### src/rtl/alm_pkg.sv
package alm_pkg;

  typedef enum logic [1:0] {
    SEQ_IDLE = 2'd0,
    SEQ_LOW  = 2'd1,
    SEQ_GAP  = 2'd2
  } seq_st_e;

  function automatic int unsigned max2(int unsigned a, int unsigned b);
    return (a > b) ? a : b;
  endfunction

endpackage

### src/rtl/alm_rst_sync.sv
module alm_rst_sync (
  input  logic clk,
  input  logic rst_n,
  output logic rst_sync_n
);

  logic [1:0] sync_q;

  always_ff @(posedge clk or negedge rst_n) begin
    if (!rst_n) sync_q <= 2'b00;
    else        sync_q <= {sync_q[0], 1'b1};
  end

  assign rst_sync_n = sync_q[1];

endmodule

### src/rtl/alm_flag.sv
module alm_flag #(
  parameter int unsigned CNT_W = 32
) (
  input  logic             clk,
  input  logic             rst_n,
  input  logic [CNT_W-1:0] etc_val,
  input  logic [CNT_W-1:0] alarm_val,
  input  logic             flag_clr,
  input  logic             event_start,
  input  logic             event_end,
  output logic             flag,
  output logic             alarm_nz,
  output logic             rise_evt
);

  logic flag_q, flag_d;
  logic flag_d1_q;
  logic evt_q, evt_d;
  logic hit;

  always_comb begin
    alarm_nz = |alarm_val;
    hit      = alarm_nz && (etc_val == alarm_val);
    if (flag_clr) flag_d = 1'b0;
    else          flag_d = flag_q | hit;
    if (event_start)    evt_d = 1'b1;
    else if (event_end) evt_d = 1'b0;
    else                evt_d = evt_q;
  end

  always_ff @(posedge clk or negedge rst_n) begin
    if (!rst_n) begin
      flag_q    <= 1'b0;
      flag_d1_q <= 1'b0;
      evt_q     <= 1'b0;
    end else begin
      flag_q    <= flag_d;
      flag_d1_q <= flag_q;
      evt_q     <= evt_d;
    end
  end

  assign flag     = flag_q;
  assign rise_evt = flag_q & ~flag_d1_q & evt_q;

endmodule

### src/rtl/alm_req_det.sv
module alm_req_det #(
  parameter int unsigned REQ_CYC = 5000
) (
  input  logic clk,
  input  logic rst_n,
  input  logic pin_sense,
  input  logic self_drive,
  output logic req
);

  localparam int unsigned CW = $clog2(REQ_CYC + 1);
  localparam logic [CW-1:0] REQ_V = CW'(REQ_CYC);

  logic [CW-1:0] cnt_q, cnt_d;

  always_comb begin
    if (self_drive || pin_sense) cnt_d = '0;
    else if (cnt_q != REQ_V)     cnt_d = cnt_q + 1'b1;
    else                         cnt_d = cnt_q;
  end

  always_ff @(posedge clk or negedge rst_n) begin
    if (!rst_n) cnt_q <= '0;
    else        cnt_q <= cnt_d;
  end

  assign req = pin_sense && !self_drive && (cnt_q == REQ_V);

endmodule

### src/rtl/alm_pulse_seq.sv
module alm_pulse_seq
  import alm_pkg::*;
#(
  parameter int unsigned LO_CYC     = 625,
  parameter int unsigned GAP_CYC    = 4375,
  parameter int unsigned NUM_PULSES = 4
) (
  input  logic clk,
  input  logic rst_n,
  input  logic trig,
  output logic drive_lo,
  output logic busy
);

  localparam int unsigned MAXC = max2(LO_CYC, GAP_CYC);
  localparam int unsigned TW   = $clog2(MAXC + 1);
  localparam int unsigned PW   = $clog2(NUM_PULSES + 1);
  localparam logic [TW-1:0] LO_LAST  = TW'(LO_CYC - 1);
  localparam logic [TW-1:0] GAP_LAST = TW'(GAP_CYC - 1);
  localparam logic [PW-1:0] P_LAST   = PW'(NUM_PULSES - 1);

  seq_st_e       st_q, st_d;
  logic [TW-1:0] tmr_q, tmr_d;
  logic [PW-1:0] pcnt_q, pcnt_d;

  always_comb begin
    st_d   = st_q;
    tmr_d  = tmr_q;
    pcnt_d = pcnt_q;
    case (st_q)
      SEQ_IDLE: begin
        if (trig) begin
          st_d   = SEQ_LOW;
          tmr_d  = '0;
          pcnt_d = '0;
        end
      end
      SEQ_LOW: begin
        if (tmr_q == LO_LAST) begin
          st_d  = SEQ_GAP;
          tmr_d = '0;
        end else begin
          tmr_d = tmr_q + 1'b1;
        end
      end
      SEQ_GAP: begin
        if (tmr_q == GAP_LAST) begin
          tmr_d = '0;
          if (pcnt_q == P_LAST) begin
            st_d = SEQ_IDLE;
          end else begin
            st_d   = SEQ_LOW;
            pcnt_d = pcnt_q + 1'b1;
          end
        end else begin
          tmr_d = tmr_q + 1'b1;
        end
      end
      default: st_d = SEQ_IDLE;
    endcase
  end

  always_ff @(posedge clk or negedge rst_n) begin
    if (!rst_n) begin
      st_q   <= SEQ_IDLE;
      tmr_q  <= '0;
      pcnt_q <= '0;
    end else begin
      st_q   <= st_d;
      tmr_q  <= tmr_d;
      pcnt_q <= pcnt_d;
    end
  end

  assign drive_lo = (st_q == SEQ_LOW);
  assign busy     = (st_q != SEQ_IDLE);

endmodule

### src/rtl/alm_out_ctrl.sv
module alm_out_ctrl #(
  parameter int unsigned CNT_W      = 32,
  parameter int unsigned LO_CYC     = 625,
  parameter int unsigned GAP_CYC    = 4375,
  parameter int unsigned REQ_CYC    = 5000,
  parameter int unsigned NUM_PULSES = 4
) (
  input  logic             clk,
  input  logic             rst_n,
  input  logic [CNT_W-1:0] etc_val,
  input  logic [CNT_W-1:0] alarm_val,
  input  logic             out_sel,
  input  logic             polarity,
  input  logic             event_start,
  input  logic             event_end,
  input  logic             pwr_up,
  input  logic             pin_sense,
  input  logic             flag_clr,
  output logic             pin_pull,
  output logic             alarm_flag
);

  logic rst_sync_n;
  logic flag, alarm_nz, rise_evt;
  logic ext_req, seq_lo, seq_busy, seq_trig;
  logic steady_pull;

  alm_rst_sync u_rst (
    .clk        (clk),
    .rst_n      (rst_n),
    .rst_sync_n (rst_sync_n)
  );

  alm_flag #(.CNT_W(CNT_W)) u_flag (
    .clk         (clk),
    .rst_n       (rst_sync_n),
    .etc_val     (etc_val),
    .alarm_val   (alarm_val),
    .flag_clr    (flag_clr),
    .event_start (event_start),
    .event_end   (event_end),
    .flag        (flag),
    .alarm_nz    (alarm_nz),
    .rise_evt    (rise_evt)
  );

  alm_req_det #(.REQ_CYC(REQ_CYC)) u_req (
    .clk        (clk),
    .rst_n      (rst_sync_n),
    .pin_sense  (pin_sense),
    .self_drive (pin_pull),
    .req        (ext_req)
  );

  always_comb begin
    seq_trig = ~out_sel & flag &
               (pwr_up | event_start | event_end | rise_evt | ext_req);
  end

  alm_pulse_seq #(
    .LO_CYC     (LO_CYC),
    .GAP_CYC    (GAP_CYC),
    .NUM_PULSES (NUM_PULSES)
  ) u_seq (
    .clk      (clk),
    .rst_n    (rst_sync_n),
    .trig     (seq_trig),
    .drive_lo (seq_lo),
    .busy     (seq_busy)
  );

  always_comb begin
    if (polarity) steady_pull = alarm_nz & ~flag;
    else          steady_pull = flag;
    pin_pull   = out_sel ? steady_pull : seq_lo;
    alarm_flag = flag;
  end

endmodule

### config.mk
export PLATFORM = sky130hd
export DESIGN_NAME = alm_out_ctrl
export DESIGN_NICKNAME = d
export VERILOG_FILES = /design/src/rtl/alm_pkg.sv /design/src/rtl/alm_rst_sync.sv /design/src/rtl/alm_flag.sv /design/src/rtl/alm_req_det.sv /design/src/rtl/alm_pulse_seq.sv /design/src/rtl/alm_out_ctrl.sv
export SDC_FILE = /design/constraint.sdc
export NUM_CORES = 1
export LEC_CHECK = 0
export ABC_CLOCK_PERIOD_IN_PS = 1200
export BUFFER_PORTS_ARGS = -buffer_cell sky130_fd_sc_hd__buf_4
export CORE_UTILIZATION = 45
export DETAILED_ROUTE_END_ITERATION = 16
export HOLD_SLACK_MARGIN = 0.05
export PLACE_DENSITY = 0.73
export RECOVER_POWER = 100
export SLEW_MARGIN = 20
export SYNTH_ARGS = -nofsm -noshare
export SYNTH_HDL_FRONTEND = slang
export SYNTH_HIERARCHICAL = 1
export SYNTH_SLANG_ARGS = --single-unit
### constraint.sdc
create_clock -name clk -period 1.2 [get_ports clk]
set_input_delay 0.06 -clock clk [delete_from_list [all_inputs] [get_ports clk]]
set_output_delay 0.06 -clock clk [all_outputs]
set_load 0.02 [all_outputs]
* Yosys cells after proc, flatten, opt, wreduce, memory -nomap -nowiden
Cells that the tools add are included.
** Storage, ports and cells
- Register bits :: 36
- Input bits :: 73
- Output and inout port bits :: 2
- Word-level logic and storage cells :: 70
** Cells by class
- $add $sub $neg :: 3
- Eq/ne operators :: 12
- Muxes and demuxes :: 20
- Bitwise operators :: 13
- Reductions and logical operators :: 14
** Operators with widths (count)
- $mux 13 :: 5
- $pmux 13 s3 :: 1
- $eq 32x32->1 :: 1
- $reduce_or 32->1 :: 1
- $add 13x1->13 const B :: 2
- $eq 13x13->1 const B :: 2
- $eq 13x10->1 const B :: 1
- $ne 13x13->1 const B :: 1
- $mux 3 :: 3
- $mux 1 :: 6
- $mux 2 :: 3
- $pmux 2 s3 :: 1
- $pmux 3 s2 :: 1
- $reduce_bool 2->1 :: 3
- $and 1x1->1 :: 5
- $or 1x1->1 :: 5
- $ne 2x1->1 const B :: 2
- $ne 2x2->1 const B :: 2
- $reduce_and 4->1 :: 1
- $add 3x1->3 const B :: 1
- $eq 3x2->1 const B :: 1
- $logic_and 1x1->1 :: 3
- $not 1->1 :: 3
- $reduce_and 3->1 :: 1
- other kinds (7) :: 7

* Longest topological paths before layout
- Depth after elaboration :: 11
- Mapped depth :: 14

* Modules after synthesis
Netlist, hierarchy kept.
** By module, submodules not included
- alm_pulse_seq :: instances 1, cells each 120, area each 1211.2 µm², seq. area each 450.4 µm²
- alm_req_det :: instances 1, cells each 81, area each 779.5 µm², seq. area each 325.3 µm²
- alm_flag :: instances 1, cells each 64, area each 533.0 µm², seq. area each 75.1 µm²
- alm_rst_sync :: instances 1, cells each 3, area each 53.8 µm², seq. area each 50.0 µm²
- alm_out_ctrl :: instances 1, cells each 8, area each 43.8 µm², seq. area each 0.0 µm²

* Worst setup path before layout
No wires, ideal clock.
- Path type :: input-to-reg
- Start point :: input port alarm_val[25]
- End point :: register u_seq.tmr_q[12]
- Library setup time :: 73 ps
- Arrival time :: 2728 ps
- Data required time :: 1127 ps
- Setup slack :: -1601 ps
- Stages :: 13
- Cells stage by stage :: nor4_1 -> nand4_1 -> or2_2 -> nand3b_1 -> a31oi_1 -> nor3b_1 -> nor2_1 -> a21oi_1 -> nor2b_1 -> buf_2 -> or3_1 -> or4_1 -> a21oi_2
** Between the ends
- Longest elaborated chain between the ends :: 11
** RTL lines
- from (decl) :: RTL line alm_out_ctrl.sv:11 : input logic [CNT_W-1:0] alarm_val,
- $reduce_or 32->1 :: RTL line alm_flag.sv:22 : alarm_nz = |alarm_val;
- via alarm_nz :: RTL line alm_out_ctrl.sv:24 : logic flag, alarm_nz, rise_evt;
- $and 1x1->1 :: RTL line alm_out_ctrl.sv:73 : if (polarity) steady_pull = alarm_nz & ~flag;
- $mux 1 :: RTL line alm_out_ctrl.sv:73
- $mux 1 :: RTL line alm_out_ctrl.sv:75 : pin_pull = out_sel ? steady_pull : seq_lo;
- via pin_pull :: RTL line alm_out_ctrl.sv:19 : output logic pin_pull,
- $logic_not 1->1 :: RTL line alm_req_det.sv:27 : assign req = pin_sense && !self_drive && (cnt_q == REQ_V);
- $logic_and 1x1->1 (2 in a row) :: RTL line alm_req_det.sv:27
- via ext_req :: RTL line alm_out_ctrl.sv:25 : logic ext_req, seq_lo, seq_busy, seq_trig;
- $or 1x1->1 :: RTL line alm_out_ctrl.sv:57 : (pwr_up | event_start | event_end | rise_evt | ext_req);
- $and 1x1->1 :: RTL line alm_out_ctrl.sv:56 : seq_trig = ~out_sel & flag &
- via seq_trig :: RTL line alm_out_ctrl.sv:25
- $ne 2x2->1 (no source line)
- $reduce_and 2->1 (no source line)
- to (signal assigned) :: RTL line alm_pulse_seq.sv:70 : tmr_q <= tmr_d;
- to (decl) :: RTL line alm_pulse_seq.sv:23 : logic [TW-1:0] tmr_q, tmr_d;
The timed path passes the listed nets, and every way through them passes these cells.
A chain may end at the register's enable or synchronous reset.

* Worst setup path in the final report
- Start point :: register u_req.cnt_q[6]
- End point :: register u_seq.tmr_q[11]
** Between the ends
- Longest elaborated chain between the ends :: 6
** RTL lines
- from (decl) :: RTL line alm_req_det.sv:14 : logic [CW-1:0] cnt_q, cnt_d;
- from (signal assigned) :: RTL line alm_req_det.sv:24 : else cnt_q <= cnt_d;
- $eq 13x13->1 :: RTL line alm_req_det.sv:27
- $logic_and 1x1->1 :: RTL line alm_req_det.sv:27
- via ext_req :: RTL line alm_out_ctrl.sv:25
- $or 1x1->1 :: RTL line alm_out_ctrl.sv:57
- $and 1x1->1 :: RTL line alm_out_ctrl.sv:56
- via seq_trig :: RTL line alm_out_ctrl.sv:25
- $ne 2x2->1 (no source line)
- $reduce_and 2->1 (no source line)
The timed path passes the listed nets, and every way through them passes these cells.

==> metrics.yaml <==
finalCritPeriodShare_pct: 214
clock_latency_ns: 0.30
total_power_mw: 4.70
drt_iter0_drc: 325
synth_top_flop_cell: "dfrtp_1"
worst-setup-path-type: "reg2reg"
antenna_cells: 0
hold_class: "in2reg"
final_util_pct: 85.8
worstPathMaxFanout: 3
synth-simple-area-share_pct: 27.7
core_um2: 5570
synth_edf_count: 0
synthMuxAreaShare_pct: 1.58
yosysTopAreaCell: "dfrtp_1"
die_h_um: 78.3
setup_ws_ns: -1.37
ys_top_cells_by_count: "dfrtp_1 (36), xor2_1 (34), nor4_1 (21)"
gp_congestion: 0.824
grt_pass1_vias: 3462
vias: 3408
synth_fa_ha_area_share_pct: 5.25
cpPeakStageDelay_ns: 0.55
synth_xor_area_share_pct: 12.4
fmax_ghz: 0.389
cp.arrival_ns: 2.79
htree_levels: 2
cts.path.max_buffers: 2
p_per_area_nw_per_um2: 981
drc: 0
crit_chain: "nor4b_4 -> nand3_2 -> nor3b_2 -> nor2_1 -> a21oi_2 -> or2b_4 -> nand4b_1 -> or4_4 -> a21oi_4"
first_pass_iters: 5
io_buffers: 74
drv_cap: 0
cpMaxStageDelayCell: "or4_4"
violations: "setup timing"
layoutNonFillerInstCount: 549
syn-num-nets: 360
synthDistinctLibCells: 61
grt_max_degree: 35
syn_to_final_growth_pct: 82.5
ant_nets: 0
grtUsageTotal_pct: 34.2
grt_remaining_overflow: 0
drv_slew: 0
cp-start-kind: "flop"
n_fill_cell: 256
synth-compound-area-share_pct: 14.9
async_flop_share_pct: 100
crit_buf_inv: 0
netlist_instances: 276
dp_hpwl_mm: 6.92
layout_min_cycle_time_ns: 2.57
status: "finished, violations left"
syn_area_um2: 2620
synth.most_common_cell: "dfrtp_1"
hold_viol_final: 0
peakVddDrop_mv: 0.744
path_delay_family: "simple AND/OR/NAND/NOR gates"
cts-root-buf: "clkbuf_8"
grt_pass1_wl_mm: 15.9
initial_core_util_pct: 47.0
hold_ws_ns: 0.0760
die_area_um2: 6130
drive_above_1_share_pct: 58.3
synthTopCellsByArea: "dfrtp_1 (34%), xor2_1 (11%), ha_1 (5.3%)"
cts_tree: "done"
finalClockSkew_ns: 0.00418
num_rows: 27
avgSynthCellArea_um2: 9.50
setup_viol: 32
synth_top_family_by_area: "simple AND/OR/NAND/NOR gates"
end_kind: "flop"
required_ns: 1.42
grt_setup_unrepaired: "true"
dp.cells: 525
routed_wirelength_mm: 12.0
wl_per_cell_um: 21.8
dpl_worst_slack_ns: -1.48
io_pins: 75
final_nets: 560
slew_headroom_pct: 41.8
seq_area_frac_synth_pct: 34.4
synth.top_cell.area_share_pct: 34.4
yosysWarningCount: 6
die_w_um: 78.3
vias_per_cell: 6.21
cts_made_buffers: 5
clock_sinks: 36
ys_seq_elements: 36
worst_pin_slew_ns: 0.874
p_leak_nw: 2.10
antenna_found_initial: 0
path_clk_slew_ns: 0.08
[area by class of cell]
cell class | count | area [um2] | share of cell area [%]
tap | 72 | 90.1 | 1.88
multi-input combinational | 220 | 2080 | 43.5
inverter | 17 | 63.8 | 1.33
clock buffer | 8 | 90.1 | 1.88
timing repair buffer | 196 | 1560 | 32.6
sequential | 36 | 902 | 18.9
[power by group]
| part | internal (mW) | switching (mW) |
|---|---|---|
| clock | 0.470 | 0.490 |
| sequential | 1.27 | 0.0378 |
| combinational | 1.26 | 1.17 |
| total | 3.00 | 1.69 |
[per-stage QoR]
step,setup TNS (ns),cell area (um2)
2_1_floorplan,-22.00,2770
3_3_place_gp,-32.40,4190
3_5_place_dp,-34.91,4190
4_1_cts,-22.58,4620
5_1_grt,-29.44,4780
6_report,-27.36,4780
[kinds of logic after synthesis]
| family | Yosys count |
|---|---|
| mux | 4 |
| compound gates | 53 |
| simple gates | 113 |
| other cells | 1 |
| flops | 36 |
| buf+inv | 21 |
| xor+xnor | 37 |
| fa+ha+maj | 11 |
[sequential cells by signal (all words and copies together) (netlist names)]
signal / count
u_rst/sync_q: 2
u_seq/tmr_q: 13
u_seq/st_q: 2
u_flag/flag: 1
u_req/cnt_q: 13
u_flag/flag_d1_q: 1
u_seq/pcnt_q: 3
u_flag/evt_q: 1
[layout by cell type (no fill, tap or decap), drive strengths merged, types with 8 or more instances in the layout]
cell type and count:
buf 188, dfrtp 36, xor2 34, nor4 23, inv 17, a21oi 16, nand2 14, nor2 14
clkbuf 13, ha 11, nand3 10, o21ai 10, or3 9, nand4 8
[worst paths after layout]
kind,from,end,slack (ns),cells past startpoint
min in group asynchronous,rst_n,u_rst/sync_q[0],0.11,2
min reg2reg,u_rst/sync_q[0],u_rst/sync_q[1],0.37,0
min,event_end,u_flag/evt_q,0.08,3
max in group asynchronous,u_rst/sync_q[1],u_flag/flag,0.16,1
max reg2reg,u_req/cnt_q[6],u_seq/tmr_q[11],-1.37,9
max,u_req/cnt_q[6],u_seq/tmr_q[11],-1.37,9
[worst register-to-register path: cells and delay by family, from the launching register on]
kind | cells | cell delay [ns]
compound gates | 2 | 0.35
flops | 1 | 0.44
simple gates | 7 | 1.72
[routing by layer]
| layer | track usage, % | up-vias | wire length (um) |
|---|---|---|---|
| met4 | 18.7 | 0 | 815 |
| met3 | 6.63 | 76 | 914 |
| met2 | 66.0 | 268 | 6250 |
| li1 | - | 1429 | - |
| met1 | 33.8 | 1635 | 3980 |
| met5 | 0 | - | 0 |
[what timing repair did]
action                                  in CTS  in global routing
cloned                                       1                  0
pin swaps                                   20                 10
gates resized for setup                     54                 28
endpoints found under the setup margin      32                 33
endpoints found under the hold margin        4                  0
buffers inserted                             8                  5
hold buffers                                 3                  0
Power figures use the tool's default switching activity.
